==> config.mk <==
export PLATFORM = sky130hd
export DESIGN_NAME = pci_phase_mon
export DESIGN_NICKNAME = d
export VERILOG_FILES = /design/src/rtl/pci_mon_pkg.sv /design/src/rtl/mon_phase_fsm.sv /design/src/rtl/mon_xfer_capture.sv /design/src/rtl/mon_par64_chk.sv /design/src/rtl/pci_phase_mon.sv
export SDC_FILE = /design/constraint.sdc
export NUM_CORES = 1
export LEC_CHECK = 0
export ABC_AREA = 1
export CAP_MARGIN = 20
export CORE_ASPECT_RATIO = 0.8
export CORE_MARGIN = 2
export CORE_UTILIZATION = 47
export DETAILED_ROUTE_END_ITERATION = 12
export HOLD_SLACK_MARGIN = 0.05
export PLACE_DENSITY = 0.86
export SYNTH_ARGS = -nofsm -noshare
export SYNTH_HDL_FRONTEND = slang
export SYNTH_SLANG_ARGS = --single-unit
==> constraint.sdc <==
create_clock -name clk -period 2.1 [get_ports clk]
set_input_delay 0.21 -clock clk [delete_from_list [all_inputs] [get_ports clk]]
set_output_delay 0.21 -clock clk [all_outputs]
set_load 0.01 [all_outputs]
==> src/rtl/pci_mon_pkg.sv <==
package pci_mon_pkg;
  typedef enum logic [1:0] {
    PH_IDLE = 2'b00,
    PH_ADDR = 2'b01,
    PH_DATA = 2'b10,
    PH_WAIT = 2'b11
  } phase_e;
endpackage

==> src/rtl/mon_phase_fsm.sv <==
module mon_phase_fsm
  import pci_mon_pkg::*;
#(
  parameter int CNT_W = 16
) (
  input  logic             clk,
  input  logic             rst,
  input  logic             frame_n,
  input  logic             irdy_n,
  input  logic             trdy_n,
  input  logic             cmd_dir,
  output phase_e           phase_q,
  output logic             done_q,
  output logic             last_q,
  output logic             dir_q,
  output logic [CNT_W-1:0] cnt_q,
  output logic             addr_hit,
  output logic             done_hit
);
  phase_e nxt;
  logic   in_txn;
  logic   both_rdy;

  // A final completion ends the transaction; the following clock is judged as from idle.
  assign in_txn   = (phase_q != PH_IDLE) && !(done_q && last_q);
  assign both_rdy = !irdy_n && !trdy_n;

  always_comb begin
    if (!in_txn)                 nxt = frame_n ? PH_IDLE : PH_ADDR;
    else if (frame_n && irdy_n)  nxt = PH_IDLE;
    else if (both_rdy)           nxt = PH_DATA;
    else                         nxt = PH_WAIT;
  end

  assign addr_hit = (nxt == PH_ADDR);
  assign done_hit = (nxt == PH_DATA);

  always_ff @(posedge clk) begin
    if (rst) begin
      phase_q <= PH_IDLE;
      done_q  <= 1'b0;
      last_q  <= 1'b0;
      dir_q   <= 1'b0;
      cnt_q   <= '0;
    end else begin
      phase_q <= nxt;
      done_q  <= done_hit;
      last_q  <= done_hit && frame_n;
      if (addr_hit) begin
        dir_q <= cmd_dir;
        cnt_q <= '0;
      end else if (done_hit) begin
        cnt_q <= cnt_q + 1'b1;
      end
    end
  end

  // direction does not move once the transaction is past its address phase
  assert_dir_held_R7: assert property (@(posedge clk) disable iff (rst)
    (phase_q == PH_WAIT || (phase_q == PH_DATA && $past(phase_q) != PH_IDLE)) |-> $stable(dir_q));

  // after a final completion only idle or a fresh address phase may follow
  assert_last_ends_R4: assert property (@(posedge clk) disable iff (rst)
    (done_q && last_q) |=> (phase_q == PH_IDLE || phase_q == PH_ADDR));
endmodule

==> src/rtl/mon_xfer_capture.sv <==
module mon_xfer_capture #(
  parameter int DW = 64,
  localparam int BEW = DW / 8
) (
  input  logic           clk,
  input  logic           rst,
  input  logic           take,
  input  logic           wide,
  input  logic [DW-1:0]  ad,
  input  logic [BEW-1:0] cbe,
  output logic [DW-1:0]  data_q,
  output logic [BEW-1:0] be_q,
  output logic           is64_q
);
  for (genvar i = 0; i < BEW; i++) begin : g_lane
    localparam bit UPPER = (i >= BEW / 2);
    always_ff @(posedge clk) begin
      if (rst) begin
        data_q[8*i +: 8] <= '0;
        be_q[i]          <= 1'b1;
      end else if (take) begin
        if (UPPER && !wide) begin
          data_q[8*i +: 8] <= '0;
          be_q[i]          <= 1'b1;
        end else begin
          data_q[8*i +: 8] <= ad[8*i +: 8];
          be_q[i]          <= cbe[i];
        end
      end
    end
  end

  always_ff @(posedge clk) begin
    if (rst)       is64_q <= 1'b0;
    else if (take) is64_q <= wide;
  end
endmodule

==> src/rtl/mon_par64_chk.sv <==
module mon_par64_chk #(
  parameter int HW = 32,
  parameter int BW = 4
) (
  input  logic          clk,
  input  logic          rst,
  input  logic          arm,
  input  logic [HW-1:0] hi_ad,
  input  logic [BW-1:0] hi_be,
  input  logic          par64,
  output logic          err_q
);
  logic pend_q;
  logic snap_q;

  always_ff @(posedge clk) begin
    if (rst) begin
      pend_q <= 1'b0;
      snap_q <= 1'b0;
      err_q  <= 1'b0;
    end else begin
      pend_q <= arm;
      snap_q <= ^{hi_ad, hi_be};
      err_q  <= pend_q && (snap_q ^ par64);
    end
  end

  // an error pulse needs a protected phase two sampling edges earlier
  assert_err_needs_arm_R10: assert property (@(posedge clk) disable iff (rst)
    err_q |-> $past(arm, 2));
endmodule

==> src/rtl/pci_phase_mon.sv <==
module pci_phase_mon
  import pci_mon_pkg::*;
#(
  parameter int DW    = 64,
  parameter int CNT_W = 16,
  localparam int BEW  = DW / 8,
  localparam int HW   = DW / 2,
  localparam int HB   = BEW / 2
) (
  input  logic             clk,
  input  logic             rst,
  input  logic             frame_n,
  input  logic             irdy_n,
  input  logic             trdy_n,
  input  logic             req64_n,
  input  logic             ack64_n,
  input  logic [DW-1:0]    ad,
  input  logic [BEW-1:0]   cbe,
  input  logic             par64,
  output logic [1:0]       phase,
  output logic             xfer_valid,
  output logic             xfer_last,
  output logic             xfer_is64,
  output logic             xfer_write,
  output logic [DW-1:0]    xfer_data,
  output logic [BEW-1:0]   xfer_be,
  output logic [CNT_W-1:0] xfer_count,
  output logic             par64_err
);
  phase_e ph;
  logic   addr_hit, done_hit, wide, arm;

  assign wide = !req64_n && !ack64_n;
  assign arm  = (addr_hit && !req64_n) || (done_hit && wide);

  mon_phase_fsm #(.CNT_W(CNT_W)) u_fsm (
    .clk(clk), .rst(rst), .frame_n(frame_n), .irdy_n(irdy_n), .trdy_n(trdy_n),
    .cmd_dir(cbe[0]), .phase_q(ph), .done_q(xfer_valid), .last_q(xfer_last),
    .dir_q(xfer_write), .cnt_q(xfer_count), .addr_hit(addr_hit), .done_hit(done_hit)
  );

  mon_xfer_capture #(.DW(DW)) u_cap (
    .clk(clk), .rst(rst), .take(done_hit), .wide(wide), .ad(ad), .cbe(cbe),
    .data_q(xfer_data), .be_q(xfer_be), .is64_q(xfer_is64)
  );

  mon_par64_chk #(.HW(HW), .BW(HB)) u_par (
    .clk(clk), .rst(rst), .arm(arm), .hi_ad(ad[DW-1:HW]), .hi_be(cbe[BEW-1:HB]),
    .par64(par64), .err_q(par64_err)
  );

  assign phase = ph;

  // the completion pulse coincides with a data-done phase
  assert_pulse_in_data_R3: assert property (@(posedge clk) disable iff (rst)
    xfer_valid |-> (ph == PH_DATA));

  // each completion steps the count from the previous transaction state
  assert_count_step_R8: assert property (@(posedge clk) disable iff (rst)
    xfer_valid |-> (xfer_count == (($past(ph) == PH_ADDR) ? CNT_W'(1) : CNT_W'($past(xfer_count) + 1'b1))));

  // a narrow record never carries upper-lane data or enables
  assert_narrow_masked_R6: assert property (@(posedge clk) disable iff (rst)
    (xfer_valid && !xfer_is64) |-> (xfer_data[DW-1:HW] == '0 && xfer_be[BEW-1:HB] == '1));

  // an address phase always restarts the count
  assert_addr_clears_R2: assert property (@(posedge clk) disable iff (rst)
    (ph == PH_ADDR) |-> (xfer_count == '0 && !xfer_valid));
endmodule

==> impl_metrics.toml <==
[sta]
tns_ps = 0
relSlewSlack = 0.5529
hold_viol = 0
finalSetupViolCount = 0
maxSlewViolCount = 0
fmax_mhz = 563.2
rsz0062_at_grt = "no"
period_needed_ps = 1775
fin_crit_sh = 0.8454
tightest_slew_ps = 670.7
clock_skew_ps = 11.07

[clocking]
holdBufCountCts = 0
cts_sinks = 97
clkLatencyLatePin_ps = 330
clk_pin_slew_worst_paths_ps = 70
cts.repair.resized = 0
post-cts-setup-buffers = 0
clk_path_buf_depth = 2
cts_made_buffers = 9
cts_tree = "yes"
cts_root_buf = "clkbuf_16"
cts_max_level = 3

[worst_setup_path]
end_kind = "flop"
cp_top_family = "buffers and inverters"
criticalPathCategory = "flop to flop"
cp_num_buf_inv = 2
cp.required_ps = 2350
startpoint_type = "flop"
path_cells = "o21ai_2 > nor2_8 > inv_4 > buf_4 > nand2_1 > a21oi_1"
reg2reg_depth = 6
critPathArrivalTime_ps = 2030
critPathSlowestCell = "buf_4"
cp.depth = 6
critPathMaxFanout = 64
slowest_delay_ps = 560

[die]
die_x_um = 111.1
core-area_mm2 = 0.008999
start_util = 0.4791
io_pins = 175
die_area_mm2 = 0.009960
rows = 31
die_h_um = 89.67

[synth]
synthCells = 602
seq_area_frac_synth = 0.4504
netlist_area_mm2 = 0.004312
syn_avg_cell_area_um2 = 7.162
synth_top_area_cell = "dfxtp_1"
synth.area.top_cells = "dfxtp_1 (45%), nand2_1 (17%), nor2_1 (6.8%), a21oi_1 (5.7%), o21ai_0 (4.4%)"
synth_seq_cells = 97
syn-num-nets = 683
synth_top_area_share = 0.4504
synth_cell_types = 34
yosys_warnings = 0

[drt]
routed.top_layer = "met4"
postRouteAntennaNets = 0
wl_met1_um = 5180
routedWlPerCell_um = 13.24
met2WireLength_um = 5933
drcViolationCount = 0
vias = 4396
wl_um = 11770
vias_per_cell = 4.945
drtIter0Drc = 241
dr_wl_met3_um = 508
dr.pass1.iters = 4

[place]
dpl.cell_count = 873
placed_area_mm2 = 0.006145
io_buffers = 174
gp_congestion = 0.8782
dp_hpwl_um = 8786

[power]
p_leak_nw = 2.669
ir_drop_mv = 0.4095
total_power_w = 0.004371
power_density_mw_per_mm2 = 677.9

[finish]
final_util = 0.7165
fin_area_mm2 = 0.006447
n_fill_cell = 723
register_area_mm2 = 0.001942
area_growth_syn_to_layout_pct = 49.54
final_common_cell = "nand2_1"
drive_gt1_frac = 0.04780
antennaDiodeCount = 0
multi_input_area_mm2 = 0.002076
finalNonFillerCells = 889
layout_common_cells = "nand2_1 (193), clkdlybuf4s50_1 (174), dfxtp_1 (97)"
nNetsFinal = 850

[job]
maxCapViolations = 0

[global_route]
grtUsageTotal = 0.2235
grt_max_degree = 65
grt_pass1_wl_um = 18270
grt_pass1_vias = 3974
overflow = 0
antenna_found_initial = 0

[run_status]
status = "complete, no violations"

[hold_path]
min_path_cells = 1
min_path_type = "flop to flop"
-- cell type report --
class | instances | area share
tap | 115 | 0.02232
sequential | 97 | 0.3012
clock inverter | 7 | 0.01203
inverter | 41 | 0.02426
timing repair buffer | 182 | 0.2833
clock buffer | 9 | 0.03493
multi-input combinational | 438 | 0.3219
-- sequential cells by signal, summed over array words and instances (netlist names) --
register,count
u_cap.be_q,8
u_cap.data_q,64
u_cap.is64_q,1
u_fsm.cnt_q,16
u_fsm.dir_q,1
u_fsm.done_q,1
u_fsm.last_q,1
u_fsm.phase_q,2
u_par.err_q,1
u_par.pend_q,1
u_par.snap_q,1
-- metrics by stage --
step | setup slack [ps] | hold WS, ps
2_1_floorplan | 661.8 | 289.3
3_3_place_gp | 178.9 | 427.3
3_5_place_dp | 111.4 | 428.8
4_1_cts | 322.1 | 439.6
5_1_grt | 183.0 | 461.3
6_report | 324.6 | 439.6
-- synth_stat cells --
cell type,instances
a211oi_1,3
a21oi_1,49
a22o_1,1
a2bb2oi_1,4
a31oi_1,1
buf_2,5
buf_4,1
buf_6,4
clkbuf_1,16
clkinv_1,1
dfxtp_1,97
ha_1,1
inv_1,39
inv_4,1
nand2_1,193
nand2_2,2
nand3_1,15
nand3b_1,1
nand4_4,1
nor2_1,78
nor2_2,3
nor2_4,2
nor2_8,2
nor3_1,7
o211ai_1,1
o21a_1,1
o21ai_0,38
o21ai_1,1
o21ai_2,1
or2_0,1
or2_1,4
or2_4,1
xnor2_1,14
xor2_1,13
-- path summary, 6_finish.rpt --
| check | startpoint | endpoint | slack, ps |
|---|---|---|---|
| worst max-delay path | u_fsm.phase_q[1]$_SDFF_PP0_ | u_cap.data_q[37]$_SDFFE_PP0N_ | 320 |
| worst min-delay path | u_par.snap_q$_SDFF_PP0_ | u_par.err_q$_SDFF_PP0_ | 440 |
| worst max register to register | u_fsm.phase_q[1]$_SDFF_PP0_ | u_cap.data_q[37]$_SDFFE_PP0N_ | 320 |
| worst min register to register | u_par.snap_q$_SDFF_PP0_ | u_par.err_q$_SDFF_PP0_ | 440 |
-- layer usage --
metal  global-route usage  up-vias
li1                     -     2232
met1               0.2706     2033
met2               0.4055      119
met3              0.04698       12
met4              0.07856        0
met5                    0        -
-- where the power goes --
| part | switching (W) | internal, W |
|---|---|---|
| clock | 0.000726 | 0.000934 |
| sequential | 0.0000377 | 0.00191 |
| combinational | 0.000378 | 0.000382 |
| total | 0.00114 | 0.00323 |
-- worst register-to-register path, cell delays in order, from the launching register on --
cell	delay, ps
dfxtp_1	320
o21ai_2	290
nor2_8	100
inv_4	120
buf_4	560
nand2_1	130
a21oi_1	180
-- logic make-up after synthesis --
kind of cell    Yosys count  share of synthesized area
compound gates          100                     0.1245
xor+xnor                 27                    0.05485
fa+ha+maj                 1                   0.002901
buf+inv                  67                    0.06819
flops                    97                     0.4504
simple gates            310                     0.2992
No activity file was read; power rests on OpenSTA's default activity.
